`src/rtl/cstk_pkg.sv`:
```
// Shared types for the cascade register stack.
// Assumes: one operation is chosen per cycle by the top-level decoder.
package cstk_pkg;
    typedef enum logic [1:0] {
        OP_HOLD  = 2'd0,
        OP_PUSH  = 2'd1,
        OP_POP   = 2'd2,
        OP_WRITE = 2'd3
    } stk_op_e;
endpackage

```
`src/rtl/cstk_shift_array.sv`:
```
// Column of DEPTH registers with a fixed top at slot 0.
// Push shifts toward the bottom, pop shifts toward the top and refills the bottom slot.
// An indexed write touches one slot only when op is OP_WRITE.
// Assumes: DEPTH >= 2 and op already resolved by priority.
module cstk_shift_array
    import cstk_pkg::*;
#(
    parameter int WIDTH = 32,
    parameter int DEPTH = 8,
    localparam int IDXW = $clog2(DEPTH)
) (
    input  logic                         clk,
    input  logic                         rst_n,
    input  stk_op_e                      op,
    input  logic                         fill_zero,
    input  logic [WIDTH-1:0]             push_data,
    input  logic [IDXW-1:0]              wr_idx,
    input  logic [WIDTH-1:0]             wr_data,
    output logic [DEPTH-1:0][WIDTH-1:0]  slots_o,
    output logic [WIDTH-1:0]             next_top_o
);
    logic [DEPTH-1:0][WIDTH-1:0] slot_q;
    logic [DEPTH-1:0][WIDTH-1:0] slot_d;

    for (genvar g = 0; g < DEPTH; g++) begin : g_slot
        logic [WIDTH-1:0] from_above;
        logic [WIDTH-1:0] from_below;

        if (g == 0) begin : g_top
            assign from_above = push_data;
        end else begin : g_mid_up
            assign from_above = slot_q[g-1];
        end

        if (g == DEPTH - 1) begin : g_bottom
            assign from_below = fill_zero ? '0 : slot_q[g];
        end else begin : g_mid_dn
            assign from_below = slot_q[g+1];
        end

        // Selects the next value of this slot from the current operation.
        always_comb begin
            unique case (op)
                OP_PUSH:  slot_d[g] = from_above;
                OP_POP:   slot_d[g] = from_below;
                OP_WRITE: slot_d[g] = (wr_idx == IDXW'(g)) ? wr_data : slot_q[g];
                default:  slot_d[g] = slot_q[g];
            endcase
        end
    end

    // Registers the whole column, cleared by reset.
    always_ff @(posedge clk) begin
        if (!rst_n) slot_q <= '0;
        else        slot_q <= slot_d;
    end

    assign slots_o    = slot_q;
    assign next_top_o = slot_d[0];

    assert_push_loads_top_R1: assert property (@(posedge clk) disable iff (!rst_n)
        (op == OP_PUSH) |=> (slot_q[0] == $past(push_data)));
    assert_push_drops_bottom_R3: assert property (@(posedge clk) disable iff (!rst_n)
        (op == OP_PUSH) |=> (slot_q[DEPTH-1] == $past(slot_q[DEPTH-2])));
    assert_pop_moves_up_R2: assert property (@(posedge clk) disable iff (!rst_n)
        (op == OP_POP) |=> (slot_q[0] == $past(slot_q[1])));
    assert_zero_fill_R5: assert property (@(posedge clk) disable iff (!rst_n)
        (op == OP_POP && fill_zero) |=> (slot_q[DEPTH-1] == '0));
    assert_copy_fill_R5: assert property (@(posedge clk) disable iff (!rst_n)
        (op == OP_POP && !fill_zero) |=> $stable(slot_q[DEPTH-1]));
endmodule

```
`src/rtl/cstk_occupancy.sv`:
```
// Saturating occupancy counter with full/empty outputs and sticky error flags.
// Assumes: op is the resolved stack operation; OP_WRITE and OP_HOLD leave the count alone.
module cstk_occupancy
    import cstk_pkg::*;
#(
    parameter int DEPTH = 8,
    localparam int CNTW = $clog2(DEPTH + 1)
) (
    input  logic            clk,
    input  logic            rst_n,
    input  stk_op_e         op,
    input  logic            flag_clr,
    output logic [CNTW-1:0] count_o,
    output logic            full_o,
    output logic            empty_o,
    output logic            ovf_o,
    output logic            unf_o
);
    localparam logic [CNTW-1:0] MAXC = CNTW'(DEPTH);

    logic [CNTW-1:0] cnt_q;
    logic            ovf_q, unf_q;
    logic            is_full, is_empty, ovf_hit, unf_hit;

    assign is_full  = (cnt_q == MAXC);
    assign is_empty = (cnt_q == '0);
    assign ovf_hit  = (op == OP_PUSH) && is_full;
    assign unf_hit  = (op == OP_POP) && is_empty;

    // Steps the count up on push and down on pop, saturating at both ends.
    always_ff @(posedge clk) begin
        if (!rst_n)                            cnt_q <= '0;
        else if (op == OP_PUSH && !is_full)    cnt_q <= cnt_q + 1'b1;
        else if (op == OP_POP && !is_empty)    cnt_q <= cnt_q - 1'b1;
    end

    // Holds each error flag until cleared; a fresh error beats the clear.
    always_ff @(posedge clk) begin
        if (!rst_n) begin
            ovf_q <= 1'b0;
            unf_q <= 1'b0;
        end else begin
            ovf_q <= ovf_hit | (ovf_q & ~flag_clr);
            unf_q <= unf_hit | (unf_q & ~flag_clr);
        end
    end

    assign count_o = cnt_q;
    assign full_o  = is_full;
    assign empty_o = is_empty;
    assign ovf_o   = ovf_q;
    assign unf_o   = unf_q;

    assert_count_bound_R3: assert property (@(posedge clk) disable iff (!rst_n)
        cnt_q <= MAXC);
    assert_overflow_sets_R3: assert property (@(posedge clk) disable iff (!rst_n)
        (op == OP_PUSH && is_full) |=> (ovf_q && cnt_q == MAXC));
    assert_underflow_sets_R4: assert property (@(posedge clk) disable iff (!rst_n)
        (op == OP_POP && is_empty) |=> (unf_q && cnt_q == '0));
    assert_count_idle_R8: assert property (@(posedge clk) disable iff (!rst_n)
        (op == OP_HOLD || op == OP_WRITE) |=> $stable(cnt_q));
    assert_ovf_sticky_R10: assert property (@(posedge clk) disable iff (!rst_n)
        (ovf_q && !flag_clr) |=> ovf_q);
    assert_unf_sticky_R10: assert property (@(posedge clk) disable iff (!rst_n)
        (unf_q && !flag_clr) |=> unf_q);
endmodule

```
`src/rtl/cascade_stack.sv`:
```
// Top of the cascade register stack: decodes requests with push over pop over
// indexed write, and holds a registered copy of the top slot.
// Assumes: requests are synchronous to clk; reset is synchronous, active low.
module cascade_stack
    import cstk_pkg::*;
#(
    parameter int WIDTH = 32,
    parameter int DEPTH = 8,
    localparam int IDXW = $clog2(DEPTH),
    localparam int CNTW = $clog2(DEPTH + 1)
) (
    input  logic             clk,
    input  logic             rst_n,
    input  logic             push_i,
    input  logic             pop_i,
    input  logic [WIDTH-1:0] push_data_i,
    input  logic             fill_zero_i,
    input  logic [IDXW-1:0]  idx_addr_i,
    input  logic             idx_wr_i,
    input  logic [WIDTH-1:0] idx_wdata_i,
    input  logic             flag_clr_i,
    output logic [WIDTH-1:0] idx_rdata_o,
    output logic [WIDTH-1:0] tos_o,
    output logic [CNTW-1:0]  count_o,
    output logic             full_o,
    output logic             empty_o,
    output logic             ovf_o,
    output logic             unf_o
);
    stk_op_e                     op;
    logic [DEPTH-1:0][WIDTH-1:0] slots;
    logic [WIDTH-1:0]            next_top;
    logic [WIDTH-1:0]            tos_q;

    // Resolves one operation per cycle: push, then pop, then indexed write.
    always_comb begin
        if (push_i)        op = OP_PUSH;
        else if (pop_i)    op = OP_POP;
        else if (idx_wr_i) op = OP_WRITE;
        else               op = OP_HOLD;
    end

    cstk_shift_array #(.WIDTH(WIDTH), .DEPTH(DEPTH)) u_array (
        .clk        (clk),
        .rst_n      (rst_n),
        .op         (op),
        .fill_zero  (fill_zero_i),
        .push_data  (push_data_i),
        .wr_idx     (idx_addr_i),
        .wr_data    (idx_wdata_i),
        .slots_o    (slots),
        .next_top_o (next_top)
    );

    cstk_occupancy #(.DEPTH(DEPTH)) u_occ (
        .clk      (clk),
        .rst_n    (rst_n),
        .op       (op),
        .flag_clr (flag_clr_i),
        .count_o  (count_o),
        .full_o   (full_o),
        .empty_o  (empty_o),
        .ovf_o    (ovf_o),
        .unf_o    (unf_o)
    );

    // Keeps a registered copy of the top slot for the output.
    always_ff @(posedge clk) begin
        if (!rst_n) tos_q <= '0;
        else        tos_q <= next_top;
    end

    assign tos_o       = tos_q;
    assign idx_rdata_o = slots[idx_addr_i];

    assert_tos_tracks_top_R1: assert property (@(posedge clk) disable iff (!rst_n)
        tos_q == slots[0]);
    assert_push_wins_R6: assert property (@(posedge clk) disable iff (!rst_n)
        (push_i && pop_i) |=> (tos_q == $past(push_data_i)));
    assert_idx_write_lands_R8: assert property (@(posedge clk) disable iff (!rst_n)
        (idx_wr_i && !push_i && !pop_i) |=> (slots[$past(idx_addr_i)] == $past(idx_wdata_i)));
    assert_idx_write_dropped_R9: assert property (@(posedge clk) disable iff (!rst_n)
        (idx_wr_i && pop_i && !push_i) |=> (slots[0] == $past(slots[1])));
endmodule

```
`config.mk`:
```
export PLATFORM = sky130hd
export DESIGN_NAME = cascade_stack
export DESIGN_NICKNAME = d
export VERILOG_FILES = /design/src/rtl/cstk_pkg.sv /design/src/rtl/cstk_shift_array.sv /design/src/rtl/cstk_occupancy.sv /design/src/rtl/cascade_stack.sv
export SDC_FILE = /design/constraint.sdc
export NUM_CORES = 1
export LEC_CHECK = 0
export ABC_AREA = 0
export BUFFER_PORTS_ARGS = -buffer_cell sky130_fd_sc_hd__buf_2
export CORE_UTILIZATION = 50
export CTS_BUF_LIST = sky130_fd_sc_hd__clkbuf_4
export CTS_CLUSTER_DIAMETER = 200
export DETAILED_ROUTE_END_ITERATION = 8
export GPL_TIMING_DRIVEN = 0
export MAX_ROUTING_LAYER = met4
export PLACE_DENSITY_LB_ADDON = 0.3
export RECOVER_POWER = 25
export SYNTH_ARGS = -nofsm -noshare
export SYNTH_HDL_FRONTEND = slang
export SYNTH_SLANG_ARGS = --single-unit
```
`constraint.sdc`:
```
create_clock -name clk -period 3.1 [get_ports clk]
set_input_delay 0.465 -clock clk [delete_from_list [all_inputs] [get_ports clk]]
set_output_delay 0.465 -clock clk [all_outputs]
set_load 0.1 [all_outputs]
```
Yosys cells after proc, flatten, opt, wreduce, memory -nomap -nowiden

Cells that the tools add are included.

Output and inout port bits: 72
Input port bits: 74
Bits in registers: 262
Word-level logic and storage cells: 81

Bitwise gates (word level): 5
Reductions and logical operators: 18
Multiplexer cells: 24
Equal/unequal tests: 20
Add/sub/neg operators: 2
Magnitude comparators: 1

Operator list:

| operator                                                                | number |
|---|---|
| 32-bit case mux with 3 select lines                                     | 8 |
| 32-bit 2-to-1 mux                                                       | 10 |
| 32-bit binary-select mux with 3-bit select                              | 1 |
| 2-bit by 1-bit inequality test with 1-bit output, second input constant | 8 |
| 2-bit AND reduction                                                     | 7 |
| 3-bit == test, second input constant                                    | 4 |
| 4-bit 2-to-1 mux                                                        | 2 |
| 3-bit by 2-bit == test with 1-bit output, second input constant         | 2 |
| 2-bit 2-to-1 mux                                                        | 3 |
| 4-bit by 1-bit adder with 4-bit output, second input constant           | 1 |
| 2-bit == test, second input constant                                    | 2 |
| 4-bit == test, second input constant                                    | 1 |
| 1-bit logical AND                                                       | 4 |
| 4-bit logical NOT                                                       | 1 |
| 3-bit by 4-bit < comparator with 1-bit output, second input constant    | 1 |
| 4-bit by 1-bit subtractor with 4-bit output, second input constant      | 1 |
| 3-bit by 1-bit == test with 1-bit output, second input constant         | 1 |
| 3-bit logical NOT                                                       | 1 |
| 3-bit AND reduction                                                     | 1 |
| 3-bit nonzero test                                                      | 1 |
| 1-bit AND                                                               | 2 |
| 2-bit by 1-bit == test with 1-bit output, second input constant         | 1 |
| 1-bit logical NOT                                                       | 2 |
| 2-bit inequality test, second input constant                            | 1 |
| other kinds (3)                                                         | 4 |

Depth between registers and ports, before layout

Depth after elaboration: 7
Gate-level depth with buffers: 11

By module

Synthesis repeated with hierarchy kept, for this count alone.

Cells, all modules: 1759
Area total of the unflattened synthesis: 16912.5 µm²

By module, submodules not included:

| module           | cells an instance | area an instance (µm²) | instances | sequential area each (µm²) |
|---|---|---|---|---|
| cstk_shift_array | 1533              | 13586.8                | 1         | 5124.9 |
| cascade_stack    | 185               | 2950.3                 | 1         | 640.6 |
| cstk_occupancy   | 41                | 375.4                  | 1         | 120.1 |

Worst setup path before layout

No wires, ideal clock.

Path type: reg2reg
From: register u_occ.cnt_q[3], in the netlist u_occ.count_o[3]
To: register u_occ.cnt_q[3], in the netlist u_occ.count_o[3]
Data required time: 2.925 ns
Cell stages (with the launch flop): 8
Period minus slack after synthesis: 3.469 ns
Path slack: -0.369 ns
Data arrival time: 3.293 ns
Library setup time: 0.175 ns
Path through: dfxtp_1 > and2_1 > nand2b_1 > ha_1 > a21o_1 > a2111oi_0 > a31o_2 > a211oi_1

Longest elaborated chain between the ends: 4

Ends and longest elaborated chain:

| element                                                | RTL line             | source |
|---|---|---|
| start, declared                                        | cstk_occupancy.sv:21 | `logic [CNTW-1:0] cnt_q;` |
| start signal, assigned                                 | cstk_occupancy.sv:33 | `else if (op == OP_PUSH && !is_full) cnt_q <= cnt_q + 1'b1;` |
| start signal, assigned                                 | cstk_occupancy.sv:34 | `else if (op == OP_POP && !is_empty) cnt_q <= cnt_q - 1'b1;` |
| 4-bit == test (*)                                      | cstk_occupancy.sv:25 | `assign is_full = (cnt_q == MAXC);` |
| via full_o                                             | cascade_stack.sv:25  | `output logic full_o,` |
| 1-bit logical NOT (*)                                  | cstk_occupancy.sv:33 |  |
| 1-bit logical AND (*)                                  | cstk_occupancy.sv:33 |  |
| 4-bit 2-to-1 mux or 2-bit nonzero test (tied branches) | -                    |  |

The timed path passes the listed nets; every way through them passes the cells marked *. The select of a mux whose other input is x is not followed.
A chain may end at the register's enable or synchronous reset.

Final worst setup path

From: input pop_i
To: register u_array.slot_q (netlist bit u_array.g_slot[4].from_below[20])

Longest elaborated chain between the ends: 5

Ends and longest elaborated chain:

| element                                                                                                 | RTL line               | source |
|---|---|---|
| start, declared                                                                                         | cascade_stack.sv:15    | `input logic pop_i,` |
| 2-bit 2-to-1 mux (*)                                                                                    | cascade_stack.sv:38    | `else if (pop_i) op = OP_POP;` |
| 2-bit 2-to-1 mux (*)                                                                                    | cascade_stack.sv:37    | `if (push_i) op = OP_PUSH;` |
| 2-bit == test or 2-bit by 1-bit == test with 1-bit output (tied branches)                               | cstk_shift_array.sv:43 | `unique case (op)` |
| 2-bit by 1-bit inequality test with 1-bit output (no source line) or 3-bit nonzero test (tied branches) | -                      |  |
| 2-bit AND reduction (no source line)                                                                    | -                      |  |
| end signal, assigned                                                                                    | cstk_shift_array.sv:55 | `else slot_q <= slot_d;` |
| end, declared                                                                                           | cstk_shift_array.sv:22 | `logic [DEPTH-1:0][WIDTH-1:0] slot_q;` |

Every way passes the cells marked *; elsewhere a longest branch is shown, timed or not.

==> results.md <==
- Antenna violations before repair: 1
- CP endpoint kind: register
- Die Footprint: 0.0284 mm2
- Final Hold Fails: 0
- Sequential share of the synthesized area: a little under two fifths
- Syn-to-layout area delta: 14.4%
- WP buf/inv: 6
- Final setup viols: 0
- Slew Limit Fails: 0
- Distinct cells, synth: 35
- Die W: 169 um
- Initial DRC count: 1788
- H-tree depth: 3
- Combinational power share: 34.1%
- Cell area after synthesis: 0.0139 mm2
- I/O pin cnt: around 150
- Largest net degree at the start of global routing: 14
- Number of max-cap violations: 0
- WL final: 51400 um
- Max stage delay on crit path: approximately 0.53 ns
- Cell area after placement: ~0.015 mm2
- Worst Hold Class: primary input to register
- Num rows: 60
- Clock Skew: roughly 0.025 ns
- Grt total ovfl: 0
- WL per Instance: between 20 and 25 um
- Design area: between 0.015 and 0.02 mm2
- GPL Wtd Cong: a little under 1
- Syn Area/Cell: 9.68 um2
- CTS Buf Count: ~70
- Commonest cells after routing, fill and taps aside: 265 x nor2_1, 259 x dfxtp_1, 231 x a211oi_1
- Cells along the critical path: buf_2 -> inv_1 -> a21oi_1 -> inv_1 -> ha_1 -> buf_2 -> or2_1 -> buf_4 -> o21ai_1 -> clkbuf_1 -> nor2_1 -> a211oi_1
- CTS sink count: 262
- Commonest non-fill, non-tap cell in the layout: nor2_1
- Final Cycle Share: 98.5%
- Cells after Synth: 1433
- Slew margin rel.: 16.8%
- GRT Util Overall: 37.0%
- Top_reg_cell synth: dfxtp_1
- Internal: 6570 uW
- Postcts setup bufs: 0
- Syn Nets: 1513
- Critical path data required time: 3.69 ns
- Slowest CP cell: clkbuf_1
- Critical path arrival: 3.64 ns
- Async SR Flop Fraction: 0%
- CTS clk-pin slew, worst paths: ~0.060 ns
- Fillers: 2438
- Critical path's top delay family: buffers and inverters
- Clk pwr share: 27.4%
- Dpl hpwl: 35100 um
- Max VDD drop: 0.376 mV
- Startpoint types: primary input
- Status: finished clean
- Switch Pwr: 4660 uW
- Post-DRT Antenna Nets: 0
- Yosys warns: 0
- Drt drc: 0
- Port Buffer Count: around 140
- Clk buf depth: 3
- Worst-path fanout max: 10
- CTS tree: yes
- Hold Path Depth: 3
- Layout Utilization: between 50% and 60%
- Root buf cell: clkbuf_4
- PwrDens: 707 mW/mm2
- Via count: 14.2k
- Initial core utilization: 51.2%
- Wire length of the first global-routing pass: 78300 um
- Sequential Power Share: about two fifths
- Crit path depth: 12
- Cells after DPL: just under 2k
- Final cell count without fillers: 2071
- Worst-Margin Slew: 1.25 ns
- Leak Pwr: 0.00570 uW
- Die height: 169 um
- R2R cell count: 8
- Tmin final: 3.05 ns
- Fmax: 328 MHz
- Router iterations before antenna repair: 7
- Vias in the first global route: 13.6k
- Share of cells above drive strength 1: 26.0%
- Vias per inst: 6.83
- Crit Path Category: primary input to register
- Synthesized flop and latch total: 262
- Core area: 0.0271 mm2
- RSZ-0062 raised after global routing: no
- Net count, final: 1729
- Number of flops mapped to enable cells by yosys: 0
- Sw Ratio: between 40% and 50%
- Worst-Skew Late Latency: 0.69 ns
-- synth_stat cells (2+ instances only) --
library cell / n / area [um2]
inv_1: 5 / 18.8
xnor2_1: 2 / 17.5
ha_1: 5 / 62.6
a21o_1: 2 / 15.0
a21oi_1: 35 / 175
nand2b_1: 4 / 25.0
a22oi_1: 2 / 15.0
nand2_1: 3 / 11.3
buf_1: 31 / 116
o31ai_4: 2 / 42.5
mux2_2: 32 / 360
dfxtp_1: 262 / 5250
and2_1: 33 / 206
o21ai_2: 5 / 43.8
a221oi_1: 224 / 1960
buf_2: 46 / 230
mux4_2: 64 / 1440
clkbuf_1: 98 / 368
nor2_1: 265 / 995
buf_6: 3 / 33.8
a211oi_1: 231 / 1730
buf_4: 39 / 293
a211oi_2: 28 / 350
-- power groups by stage --
stage	Clock [uW]	Combinational, uW	Sequential, uW
6_report	3080	3820	4320
5_1_grt	3270	4020	4370
4_1_cts	3080	3790	4290
3_5_place_dp	0	3770	4360
3_3_place_gp	0	3700	4340
2_1_floorplan	0	2880	4330
-- sequential cells by signal, indices dropped and copies added (netlist names) --
name / flops
u_occ.unf_o: 1
u_array.g_slot.from_below: 224
u_occ.count_o: 4
u_array.g_slot.from_above: 32
u_occ.ovf_o: 1
-- final timing paths --
path,start,endpoint,slack [ns]
max,pop_i,u_array.g_slot[4].from_below[20]$_SDFFE_PN0P_,0.05
max reg2reg,u_occ.count_o[0]$_SDFFE_PN0P_,u_occ.count_o[3]$_SDFFE_PN0P_,0.61
min reg2reg,u_occ.ovf_o$_SDFF_PN0_,u_occ.ovf_o$_SDFF_PN0_,0.52
min,rst_n,u_occ.count_o[3]$_SDFFE_PN0P_,0.07
-- through the flow --
step | worst slack, ns | power, uW | setup TNS (ns) | hold WS (ns)
after global placement | -0.276 | 8040 | -43.54 | 0.489
after floorplan | 0.269 | 7210 | 0 | 0.488
after global routing | 0.0191 | 11700 | 0 | 0.0290
after CTS | 0.00271 | 11200 | 0 | 0.0276
final | 0.0479 | 11200 | 0 | 0.0684
after detailed placement | -0.355 | 8130 | -58.64 | 0.502
-- worst reg2reg max path: cells and delay by family (launching register included) --
kind,cells,cell delay [ns]
fa+ha+maj,1,0.25
simple gates,3,0.67
compound gates,4,1.10
flops,1,0.38
-- cells by family after synthesis --
kind of cell / count (synthesis) / share of synthesized area (%)
compound gates: 533 / 31.6
simple gates: 310 / 9.13
flops: 262 / 37.8
buf+inv: 223 / 7.66
mux: 97 / 13.1
fa+ha+maj: 6 / 0.595
xor+xnor: 2 / 0.126
-- area by class of cell --
| class | count | area [um2] | share of cell area (%) |
|---|---|---|---|
| Clock buffer | 108 | 811 | 5.11 |
| Multi-Input combinational cell | 948 | 7560 | 47.6 |
| Clock inverter | 14 | 53.8 | 0.339 |
| Buffer | 216 | 1040 | 6.53 |
| Timing Repair Buffer | 144 | 673 | 4.24 |
| Inverter | 6 | 22.5 | 0.142 |
| Tap cell | 372 | 465 | 2.93 |
| Antenna cell | 1 | 2.50 | 0.0158 |
| Sequential cell | 262 | 5250 | 33.1 |
-- per-layer routing --
layer,routed length (um),up-vias,GRT usage (%),share of wire [%]
met5,0,-,-,0
met4,2380,0,19.2,4.6
met3,5830,177,10.4,11
met2,23000,982,54.7,45
met1,20200,6889,46.0,39
li1,-,6102,-,-
-- timing repair --
| item | in CTS | in global routing |
|---|---|---|
| pin swaps | 0 | 0 |
| endpoints found under the setup margin | 11 | 11 |
| gates resized for setup | 1 | 5 |
| hold buffers | 0 | 0 |
Note: power is estimated with default switching activity, not from simulation.
